==> config.mk <==
export PLATFORM = sky130hd
export DESIGN_NAME = rxirq_coalescer
export DESIGN_NICKNAME = d
export VERILOG_FILES = /design/src/rtl/rxirq_pkg.sv /design/src/rtl/rxirq_ctl_reg.sv /design/src/rtl/rxirq_limit_reg.sv /design/src/rtl/rxirq_timer.sv /design/src/rtl/rxirq_core.sv /design/src/rtl/rxirq_coalescer.sv
export SDC_FILE = /design/constraint.sdc
export NUM_CORES = 1
export LEC_CHECK = 0
export BUFFER_PORTS_ARGS = -buffer_cell sky130_fd_sc_hd__buf_2
export CAP_MARGIN = 20
export CORE_MARGIN = 10
export CORE_UTILIZATION = 55
export CTS_CLUSTER_SIZE = 24
export DETAILED_ROUTE_END_ITERATION = 7
export GPL_TIMING_DRIVEN = 0
export PLACE_DENSITY = 0.84
export SLEW_MARGIN = 20
export SYNTH_ARGS = -nofsm -noshare
export SYNTH_HDL_FRONTEND = slang
export SYNTH_SLANG_ARGS = --single-unit
==> constraint.sdc <==
create_clock -name clk -period 7.07 [get_ports clk]
set_clock_uncertainty 0.05 [all_clocks]
set_input_delay 0.3535 -clock clk [delete_from_list [all_inputs] [get_ports clk]]
set_output_delay 0.3535 -clock clk [all_outputs]
set_load 0.1 [all_outputs]
==> src/rtl/rxirq_pkg.sv <==
package rxirq_pkg;

    localparam int TAG_W       = 4;
    localparam int CNT_W       = 7;
    localparam int LIM_W       = 8;
    localparam int BIT_UNC     = 16;
    localparam int BIT_HOLD    = 17;
    localparam int BIT_IEN     = 18;
    localparam int ST_LINK_BIT = 16;

    typedef struct packed {
        logic ien;
        logic hold;
        logic unc;
    } ctl_t;

    typedef struct packed {
        logic [LIM_W-1:0] tmo;
        logic [LIM_W-1:0] cnt;
    } lim_t;

    function automatic logic [31:0] make_status(input logic [TAG_W-1:0] tag,
                                                input logic [CNT_W-1:0] cnt,
                                                input logic link);
        logic [31:0] w;
        w = '0;
        w[TAG_W-1:0]           = tag;
        w[TAG_W+CNT_W-1:TAG_W] = cnt;
        w[ST_LINK_BIT]         = link;
        return w;
    endfunction

endpackage

==> src/rtl/rxirq_ctl_reg.sv <==
module rxirq_ctl_reg
    import rxirq_pkg::*;
(
    input  logic        clk,
    input  logic        rst_n,
    input  logic        set_we,
    input  logic        clr_we,
    input  logic [31:0] wdata,
    output ctl_t        ctl
);
    ctl_t ctl_d, ctl_q;
    ctl_t mask;
    logic unused_wbits;

    assign mask.unc  = wdata[BIT_UNC];
    assign mask.hold = wdata[BIT_HOLD];
    assign mask.ien  = wdata[BIT_IEN];
    assign unused_wbits = ^{wdata[31:BIT_IEN+1], wdata[BIT_UNC-1:0]};

    always_comb begin
        ctl_d = ctl_q;
        if (set_we) ctl_d = ctl_d | mask;
        // clear is applied last so it wins over a same-cycle set
        if (clr_we) ctl_d = ctl_d & ~mask;
    end

    always_ff @(posedge clk or negedge rst_n) begin
        if (!rst_n) begin
            ctl_q <= '{ien: 1'b0, hold: 1'b1, unc: 1'b0};
        end else begin
            ctl_q <= ctl_d;
        end
    end

    assign ctl = ctl_q;
endmodule

==> src/rtl/rxirq_limit_reg.sv <==
module rxirq_limit_reg
    import rxirq_pkg::*;
#(
    parameter int DEF_CNT_LIM  = 16,
    parameter int DEF_TIME_LIM = 10
) (
    input  logic        clk,
    input  logic        rst_n,
    input  logic        we,
    input  logic [15:0] wdata,
    output lim_t        lim
);
    lim_t lim_d, lim_q;

    always_comb begin
        lim_d = lim_q;
        if (we) begin
            lim_d.cnt = wdata[LIM_W-1:0];
            lim_d.tmo = wdata[2*LIM_W-1:LIM_W];
        end
    end

    always_ff @(posedge clk or negedge rst_n) begin
        if (!rst_n) begin
            lim_q.cnt <= LIM_W'(DEF_CNT_LIM);
            lim_q.tmo <= LIM_W'(DEF_TIME_LIM);
        end else begin
            lim_q <= lim_d;
        end
    end

    assign lim = lim_q;
endmodule

==> src/rtl/rxirq_timer.sv <==
module rxirq_timer
    import rxirq_pkg::*;
#(
    parameter int TICKS_PER_UNIT = 100
) (
    input  logic             clk,
    input  logic             rst_n,
    input  logic             run,
    input  logic             restart,
    input  logic             us_tick,
    input  logic [LIM_W-1:0] time_lim,
    output logic             expired
);
    localparam int MAX_TICKS = ((1 << LIM_W) - 1) * TICKS_PER_UNIT;
    localparam int TMO_W     = $clog2(MAX_TICKS + 1);

    typedef struct packed {
        logic [TMO_W-1:0] ticks;
    } tmr_t;

    tmr_t tmr_d, tmr_q;
    logic [TMO_W-1:0] thresh;

    assign thresh  = TMO_W'(time_lim) * TMO_W'(TICKS_PER_UNIT);
    assign expired = (tmr_q.ticks >= thresh);

    always_comb begin
        tmr_d = tmr_q;
        if (!run || restart) begin
            tmr_d.ticks = '0;
        end else if (us_tick && (tmr_q.ticks != {TMO_W{1'b1}})) begin
            tmr_d.ticks = tmr_q.ticks + 1'b1;
        end
    end

    always_ff @(posedge clk or negedge rst_n) begin
        if (!rst_n) begin
            tmr_q <= '0;
        end else begin
            tmr_q <= tmr_d;
        end
    end
endmodule

==> src/rtl/rxirq_core.sv <==
module rxirq_core
    import rxirq_pkg::*;
(
    input  logic             clk,
    input  logic             rst_n,
    input  logic             hold,
    input  logic [LIM_W-1:0] cnt_lim,
    input  logic             frame_rx,
    input  logic             link_evt,
    input  logic             ack_we,
    input  logic [TAG_W-1:0] ack_tag,
    input  logic             tmo_expired,
    output logic             raised,
    output logic             pending,
    output logic             raise_now,
    output logic [CNT_W-1:0] pend_cnt,
    output logic [31:0]      status_word
);
    localparam logic [CNT_W-1:0] CNT_MAX = {CNT_W{1'b1}};

    typedef struct packed {
        logic             raised;
        logic [TAG_W-1:0] tag;
        logic [CNT_W-1:0] cnt;
        logic             link;
        logic [31:0]      status;
    } core_t;

    core_t s_d, s_q;
    logic  cnt_hit;
    logic  ack_ok;

    assign cnt_hit   = (s_q.cnt != '0) && ({1'b0, s_q.cnt} >= cnt_lim);
    assign pending   = (s_q.cnt != '0) || s_q.link;
    assign raise_now = !s_q.raised && !hold && pending && (cnt_hit || tmo_expired);
    assign ack_ok    = s_q.raised && ack_we && (ack_tag == s_q.tag + 1'b1);

    always_comb begin
        s_d = s_q;
        if (ack_ok) begin
            s_d.raised = 1'b0;
            s_d.tag    = s_q.tag + 1'b1;
        end
        if (hold) begin
            s_d.cnt  = '0;
            s_d.link = 1'b0;
        end else if (raise_now) begin
            s_d.status = make_status(s_q.tag, s_q.cnt, s_q.link);
            s_d.raised = 1'b1;
            s_d.cnt    = frame_rx ? CNT_W'(1) : '0;
            s_d.link   = link_evt;
        end else begin
            if (frame_rx && (s_q.cnt != CNT_MAX)) s_d.cnt = s_q.cnt + 1'b1;
            if (link_evt) s_d.link = 1'b1;
        end
    end

    always_ff @(posedge clk or negedge rst_n) begin
        if (!rst_n) begin
            s_q <= '0;
        end else begin
            s_q <= s_d;
        end
    end

    assign raised      = s_q.raised;
    assign pend_cnt    = s_q.cnt;
    assign status_word = s_q.status;
endmodule

==> src/rtl/rxirq_coalescer.sv <==
module rxirq_coalescer
    import rxirq_pkg::*;
#(
    parameter int TICKS_PER_UNIT = 100,
    parameter int DEF_CNT_LIM    = 16,
    parameter int DEF_TIME_LIM   = 10
) (
    input  logic        clk,
    input  logic        rst_n,
    input  logic        ctl_set_we,
    input  logic        ctl_clr_we,
    input  logic [31:0] ctl_wdata,
    input  logic        lim_we,
    input  logic [15:0] lim_wdata,
    input  logic        ack_we,
    input  logic [3:0]  ack_wdata,
    input  logic        frame_rx,
    input  logic        link_evt,
    input  logic        us_tick,
    output logic [31:0] ctl_word,
    output logic [15:0] lim_word,
    output logic [31:0] status_word,
    output logic        irq
);
    ctl_t             ctl;
    lim_t             lim;
    logic             raised;
    logic             pending;
    logic             raise_now;
    logic             tmo_expired;
    logic [CNT_W-1:0] pend_cnt;

    rxirq_ctl_reg u_ctl (
        .clk    (clk),
        .rst_n  (rst_n),
        .set_we (ctl_set_we),
        .clr_we (ctl_clr_we),
        .wdata  (ctl_wdata),
        .ctl    (ctl)
    );

    rxirq_limit_reg #(
        .DEF_CNT_LIM  (DEF_CNT_LIM),
        .DEF_TIME_LIM (DEF_TIME_LIM)
    ) u_lim (
        .clk   (clk),
        .rst_n (rst_n),
        .we    (lim_we),
        .wdata (lim_wdata),
        .lim   (lim)
    );

    rxirq_timer #(
        .TICKS_PER_UNIT (TICKS_PER_UNIT)
    ) u_tmr (
        .clk      (clk),
        .rst_n    (rst_n),
        .run      (pending && !raised && !ctl.hold),
        .restart  (raise_now),
        .us_tick  (us_tick),
        .time_lim (lim.tmo),
        .expired  (tmo_expired)
    );

    rxirq_core u_core (
        .clk         (clk),
        .rst_n       (rst_n),
        .hold        (ctl.hold),
        .cnt_lim     (lim.cnt),
        .frame_rx    (frame_rx),
        .link_evt    (link_evt),
        .ack_we      (ack_we),
        .ack_tag     (ack_wdata),
        .tmo_expired (tmo_expired),
        .raised      (raised),
        .pending     (pending),
        .raise_now   (raise_now),
        .pend_cnt    (pend_cnt),
        .status_word (status_word)
    );

    always_comb begin
        ctl_word           = '0;
        ctl_word[BIT_UNC]  = ctl.unc;
        ctl_word[BIT_HOLD] = ctl.hold;
        ctl_word[BIT_IEN]  = ctl.ien;
    end

    assign lim_word = {lim.tmo, lim.cnt};
    assign irq      = ctl.ien & raised;
endmodule

# ---- After elaboration in Yosys (flattened, before gate mapping)
# Cells that the tools add are included.
dict set report classes {
  bitwise 5
  n_mux 12
  n_mul 1
  magnitude_cmp 2
  n_eq_ne 3
  reduce_logical 21
  addsub 3
}
# cell n
set ops {}
lappend ops {{2-to-1 mux 15 bit} 2}
lappend ops {{2-to-1 mux 8 bit} 2}
lappend ops {{adder 15 x 1 -> 15 bit, second input constant} 1}
lappend ops {{greater-or-equal comparator 15 bit} 1}
lappend ops {{!= test 15 bit, second input constant} 1}
lappend ops {{multiplier 8 x 5 -> 13 bit, second input constant} 1}
lappend ops {{logical AND 1 bit} 10}
lappend ops {{greater-or-equal comparator 7 x 8 -> 1 bit} 1}
lappend ops {{adder 7 x 1 -> 7 bit, second input constant} 1}
lappend ops {{2-to-1 mux 7 bit} 1}
lappend ops {{!= test 7 bit, second input constant} 1}
lappend ops {{nonzero test 7 bit} 1}
lappend ops {{2-to-1 mux 3 bit} 2}
lappend ops {{nonzero test 3 bit} 2}
lappend ops {{2-to-1 mux 5 bit} 1}
lappend ops {{adder 4 x 1 -> 4 bit, second input constant} 1}
lappend ops {{equality test 4 bit} 1}
lappend ops {{2-to-1 mux 1 bit} 4}
lappend ops {{bitwise AND 3 bit} 1}
lappend ops {{zero test 1 bit} 3}
lappend ops {{logical OR 1 bit} 3}
lappend ops {{NOT 3 bit} 1}
lappend ops {{bitwise OR 3 bit} 1}
lappend ops {{AND reduction 2 bit} 1}
lappend ops {{other kinds (3)} 3}
dict set report totals {
  out_inout_bits 81
  word_cells 58
  in_bits 61
  reg_bits 59
}

# ---- Longest topological paths before layout
dict set report depth {
  ltp_word 7
  ltp_mapped 18
  mapped_depth_nobuf 17
}

# ---- Modules after synthesis
# A second synthesis with hierarchy kept.
dict set report hier_totals {
  hier_cells 432
  area_unflattened_um2 4466.8
}
# module cells_per_inst instances area_each_um2
set modules_own_cells {}
lappend modules_own_cells {rxirq_timer 196 1 1791.7}
lappend modules_own_cells {rxirq_core 161 1 1674.1}
lappend modules_own_cells {rxirq_limit_reg 34 1 653.1}
lappend modules_own_cells {rxirq_coalescer 32 1 241.5}
lappend modules_own_cells {rxirq_ctl_reg 9 1 106.4}

# ---- Least setup slack after synthesis
# Ideal clock, no wire load.
dict set report synth_path {
  kind {reg-to-reg}
  from {reg u_lim.lim_q, in the netlist u_lim.lim[10]}
  to {reg u_core.s_q, in the netlist u_core.status_word[10]}
  path_buffers 1
  period_less_slack_ns 4.989
  path_stages_with_launch 17
  t_arrival_ns 4.814
  setup_slack_ns 2.081
  cell_sequence {dfrtp_1 -> ha_1 -> ha_1 -> fa_1 -> ha_1 -> a21oi_1 -> o21ai_0 -> or4_1 -> o311ai_0 -> xor2_1 -> ha_1 -> nand4_2 -> nor4_2 -> nor3_2 -> a21o_4 -> buf_12 -> mux2_4}
}
dict set report synth_between {
  elab_chain_len 5
}
# element line_no
set synth_rtl {}
lappend synth_rtl {{start, declared} rxirq_limit_reg.sv:13} ;# lim_t lim_d, lim_q;
lappend synth_rtl {{start signal, assigned} rxirq_limit_reg.sv:28} ;# lim_q <= lim_d;
lappend synth_rtl {{multiplier 8 x 5 -> 13 bit} rxirq_timer.sv:24} ;# assign thresh = TMO_W'(time_lim) * TMO_W'(TICKS_PER_UNIT);
lappend synth_rtl {{greater-or-equal comparator 15 bit} rxirq_timer.sv:25} ;# assign expired = (tmr_q.ticks >= thresh);
lappend synth_rtl {{logical OR 1 bit} rxirq_core.sv:35} ;# assign raise_now = !s_q.raised && !hold && pending && (cnt_hit || tmo_expired);
lappend synth_rtl {{logical AND 1 bit} rxirq_core.sv:35}
lappend synth_rtl {{AND reduction 2 bit (no line)} -}
lappend synth_rtl {{end signal, assigned} rxirq_core.sv:60} ;# s_q <= '0;
lappend synth_rtl {{end signal, assigned} rxirq_core.sv:62} ;# s_q <= s_d;
lappend synth_rtl {{end, declared} rxirq_core.sv:29} ;# core_t s_d, s_q;
# Every way passes these cells.
# A chain may end at the register's enable or synchronous reset.

# ---- Worst setup path in the final report
dict set report layout_path {
  from {reg u_lim.lim_q, in the netlist u_lim.lim[11]}
  to {reg u_core.s_q, in the netlist u_core.status_word[8]}
}
# The elaborated chain is that of the path after synthesis.

==> metrics list <==
* Number of synthesized flops with an enable pin: 0
- The flow ran to the end, and the final reports show no timing, DRC or antenna violations.
- R2R Setup Slk: between 2000 and 2500 ps
- First-pass GRT wire length: roughly 16000 um
* Clock-pin transition on the worst setup and hold timing paths: about 70 ps
- PD cells: between 200 and 300 nW/um^2
- The worst-case IR drop observed on VDD is about 0.17 mV.
* Die footprint: between 10000 and 15000 um^2
- The worst register-to-register path begins at u_lim.lim[11]$_DFFE_PN1P_.
* Synth Register Bits: 59
* Element type at the critical path start: register
* Rel. slew slack: 0.506
* Post-CTS Setup Inserts: 0
- After synthesis, the largest family of logic cells by area is adder cells.
* Post-cts repair resize count: 0
- In the finished design, the share of the clock period the worst path needs comes to 0.679.
- The pre-antenna-repair detailed-routing pass consisted of 5 iterations.
* Count of synthesis-stage warnings from yosys: 0
* GRT Overall Usage: 0.165
* Beginning of the critical path: u_lim.lim[11]$_DFFE_PN1P_
- Number of buffers on the longest clock path: 2
* IO Port Bufs: slightly above 60
- The count of final hold-check violations came to 0.
- Hold is met by 23.1 ps.
- Hold_buf cts: 0
* Number of antenna repair diodes: 0
- Average cell area after synthesis: approximately 10 um^2
- Data arrives at the worst endpoint at approximately 5000 ps.
* Clock insertion delay at the later pin of the skew report: approximately 340 ps
- Capturing instance or port of the critical path: u_core.status_word[8]$_DFFE_PN0P_
- around 140 I/O pins were placed.
* Final RePlAce weighted congestion: roughly 0.83
- For this run, the share of the core covered by cells in the final layout is 0.668.
* Highest clock rate: between 200 and 250 MHz
- Max_cap viols: 0
- Of the post-synthesis cell area, the part taken by muxes is 0.0647.
- Initial antenna violation count: 0
- The H-tree was split into 3 levels.
- Final Setup Violations: 0
- Highest net fanout along the worst path: 10
- Maximum number of pins on one net before global-route repair: 60
* Buffer cell driving the clock tree root: sky130_fd_sc_hd__clkbuf_8
- The floorplan step set the die width to between 100 and 150 um.
- The critical path is of the register to register type.
- For this design the static power due to leakage is around 2.7 nW.
- Of the total synthesized cell area, the portion taken by full adders, half adders and majority gates is 0.170.
- Post-route minimum period: between 4000 and 5000 ps
- TritonCTS built the clock tree.
- Max-slew violations: 0
- Clock buffers created by TritonCTS: 9
* Detailed placer's ending HPWL: approximately 7400 um
- Unrepaired setup endpoints after global routing: false
- Measured in cells, the most critical reg-to-reg path has a length of 16.
* Sort of element at the end of the critical path: register
- In the synthesized netlist the async set-or-reset flop fraction comes to 1.00.
* Overall overflow remaining after global route: 0
- The min-delay analysis places its worst path in the category input port to asynchronous set/reset pin.
* Post-detailed-route via-to-cell ratio: 4.94
- Of the total synthesized cell area, the portion taken by AND, OR, NAND and NOR gates is 0.128.
- Data required time of the critical path: just over 7000 ps
- Transition time at the pin with the least slew margin: approximately 740 ps
- Reg2reg end: u_core.status_word[8]$_DFFE_PN0P_
* Post-synth design cell area: roughly 4300 um^2
- The final layout contains between 600 and 700 nets.
- Share of final-layout standard cells stronger than drive strength 1: 0.313
- Via count of the first global-routing pass: about 3400
* Gate count of the mapped netlist: ~430
* Register area share after synthesis: 0.348
* DR vias: between 3000 and 4000
- Die Ht: ~110 um
- Cell row count: 32
* Routed length per placed instance: between 10 and 15 um
* XOR/XNOR Fraction of Synth Area: 0.0679
- For this configuration, the core starts out at a cell density of 0.559.
- Compared with the post-synthesis result, the final layout area differs by 19.5%.
- Sinks on Clock Net: 59
- After the first detailed-routing iteration, the DRC count stood at between 100 and 150.
* Detailed-route wire length: around 9400 um
* Area of the core: 7610 um^2
- For this run, the leading register cell type out of synthesis is sky130_fd_sc_hd__dfrtp_1.
- The post-synthesis compound-gate area fraction came to 0.0753.
- Summed over all failing endpoints, the final setup total negative slack is 0 ps.
* Detailed-route DRC error count: 0
* Synth cell types: 48
- Count of antenna-violating nets left after detailed routing: 0
## layout by cell type, fill, tap and decap left out, types with 8 or more instances in the layout
master                     netlist  routed
sky130_fd_sc_hd__buf_4          62      63
sky130_fd_sc_hd__xnor2_1        16      16
sky130_fd_sc_hd__nand3_1        12      12
sky130_fd_sc_hd__xor2_1         17      17
sky130_fd_sc_hd__a21oi_1        18      18
sky130_fd_sc_hd__nor2_1         27      27
sky130_fd_sc_hd__conb_1          1      49
sky130_fd_sc_hd__nand4_1        10      10
sky130_fd_sc_hd__nand2_1        22      22
sky130_fd_sc_hd__ha_1           53      53
sky130_fd_sc_hd__inv_1          29      29
sky130_fd_sc_hd__clkbuf_8        0       9
sky130_fd_sc_hd__buf_2           1      62
sky130_fd_sc_hd__mux2_4          8       8
sky130_fd_sc_hd__dfrtp_1        55      55
sky130_fd_sc_hd__nor3_1         13      13
sky130_fd_sc_hd__mux2_2         12      12
sky130_fd_sc_hd__o21ai_0        15      15
## stage by stage
step	area [um^2]	cells	worst slack, ps	total power, mW
6_report	5080	654	2270	1.33
3_3_place_gp	4870	638	2310	0.972
4_1_cts	5080	654	2220	1.33
5_1_grt	5080	654	1940	1.40
2_1_floorplan	4430	474	2080	0.896
3_5_place_dp	4870	638	2250	0.995
## area by class of cell
cell class                      instances  area [um^2]
Fill cell                             607         2520
Multi-Input combinational cell        317         2330
Sequential cell                        59         1480
Buffer                                 69          509
Timing Repair Buffer                   62          313
Clock buffer                           11          131
Tap cell                              102          128
Inverter                               29          109
Clock inverter                          5         77.6
## metal layers
layer | vias to the layer above | GRT usage | part of all wire
li1 | 1589 | - | -
met1 | 1526 | 0.188 | 0.40
met2 | 101 | 0.286 | 0.52
met3 | 14 | 0.0529 | 0.071
met4 | 0 | 0.0515 | 0.013
met5 | - | 0 | 0
## registers in the layout, indices dropped and copies added (netlist names), named ones only
name                count
u_core.raised           1
u_ctl.ctl               1
u_core.s_q              5
u_core.status_word     12
u_lim.lim              16
u_tmr.tmr_q            15
u_core.pend_cnt         7
## how the worst min path moves through the flow
stage,end,slack [ps],from
after floorplan,asynchronous set/reset pin,8,rst_n
after global placement,u_core.status_word[0]$_DFFE_PN0P_,440,u_core.status_word[0]$_DFFE_PN0P_
after detailed placement,u_core.status_word[6]$_DFFE_PN0P_,420,rst_n
after CTS,u_core.status_word[6]$_DFFE_PN0P_,50,rst_n
after global routing,u_core.status_word[6]$_DFFE_PN0P_,90,rst_n
final,u_core.status_word[6]$_DFFE_PN0P_,20,rst_n
## critical path: stages, from the launching register on
cell and delay [ps]:
sky130_fd_sc_hd__dfstp_2 600, sky130_fd_sc_hd__ha_1 250, sky130_fd_sc_hd__ha_1 310, sky130_fd_sc_hd__fa_1 460, sky130_fd_sc_hd__ha_1 340, sky130_fd_sc_hd__a21oi_1 200, sky130_fd_sc_hd__o21ai_0 140, sky130_fd_sc_hd__or4_1 400
sky130_fd_sc_hd__o311ai_0 140, sky130_fd_sc_hd__xor2_1 210, sky130_fd_sc_hd__ha_1 270, sky130_fd_sc_hd__nand2_1 60, sky130_fd_sc_hd__o21ai_0 130, sky130_fd_sc_hd__nor3_2 440, sky130_fd_sc_hd__a21o_4 230, sky130_fd_sc_hd__buf_12 150
sky130_fd_sc_hd__mux2_4 300
## cell usage after synthesis (2+ instances only)
cell type / number / area share
sky130_fd_sc_hd__a211oi_1: 4 / 0.0071
sky130_fd_sc_hd__a21o_1: 3 / 0.0053
sky130_fd_sc_hd__a21oi_1: 18 / 0.021
sky130_fd_sc_hd__a31oi_1: 2 / 0.0029
sky130_fd_sc_hd__and2_1: 2 / 0.0029
sky130_fd_sc_hd__and3_1: 5 / 0.0074
sky130_fd_sc_hd__buf_4: 62 / 0.11
sky130_fd_sc_hd__clkbuf_1: 5 / 0.0044
sky130_fd_sc_hd__dfrtp_1: 55 / 0.32
sky130_fd_sc_hd__dfstp_2: 4 / 0.025
sky130_fd_sc_hd__fa_1: 3 / 0.014
sky130_fd_sc_hd__ha_1: 53 / 0.16
sky130_fd_sc_hd__inv_1: 29 / 0.026
sky130_fd_sc_hd__mux2_2: 12 / 0.032
sky130_fd_sc_hd__mux2_4: 8 / 0.028
sky130_fd_sc_hd__mux2i_1: 2 / 0.0047
sky130_fd_sc_hd__nand2_1: 22 / 0.019
sky130_fd_sc_hd__nand3_1: 12 / 0.014
sky130_fd_sc_hd__nand4_1: 10 / 0.015
sky130_fd_sc_hd__nor2_1: 27 / 0.024
sky130_fd_sc_hd__nor2b_1: 2 / 0.0029
sky130_fd_sc_hd__nor3_1: 13 / 0.015
sky130_fd_sc_hd__nor4_1: 2 / 0.0029
sky130_fd_sc_hd__o21ai_0: 15 / 0.018
sky130_fd_sc_hd__o21ai_1: 2 / 0.0024
sky130_fd_sc_hd__xnor2_1: 16 / 0.033
sky130_fd_sc_hd__xor2_1: 17 / 0.035
## report_power, final
part,switching [mW],internal [mW]
registers,0.0343,0.369
logic,0.415,0.174
clock network,0.136,0.198
total,0.586,0.741
## kinds of logic after synthesis
| logic type | Yosys count |
|---|---|
| compound gates | 51 |
| flops | 59 |
| simple gates | 106 |
| other cells | 1 |
| fa+ha+maj | 56 |
| mux | 22 |
| xor+xnor | 33 |
| buf+inv | 98 |
(Power assumes the default switching activity.)
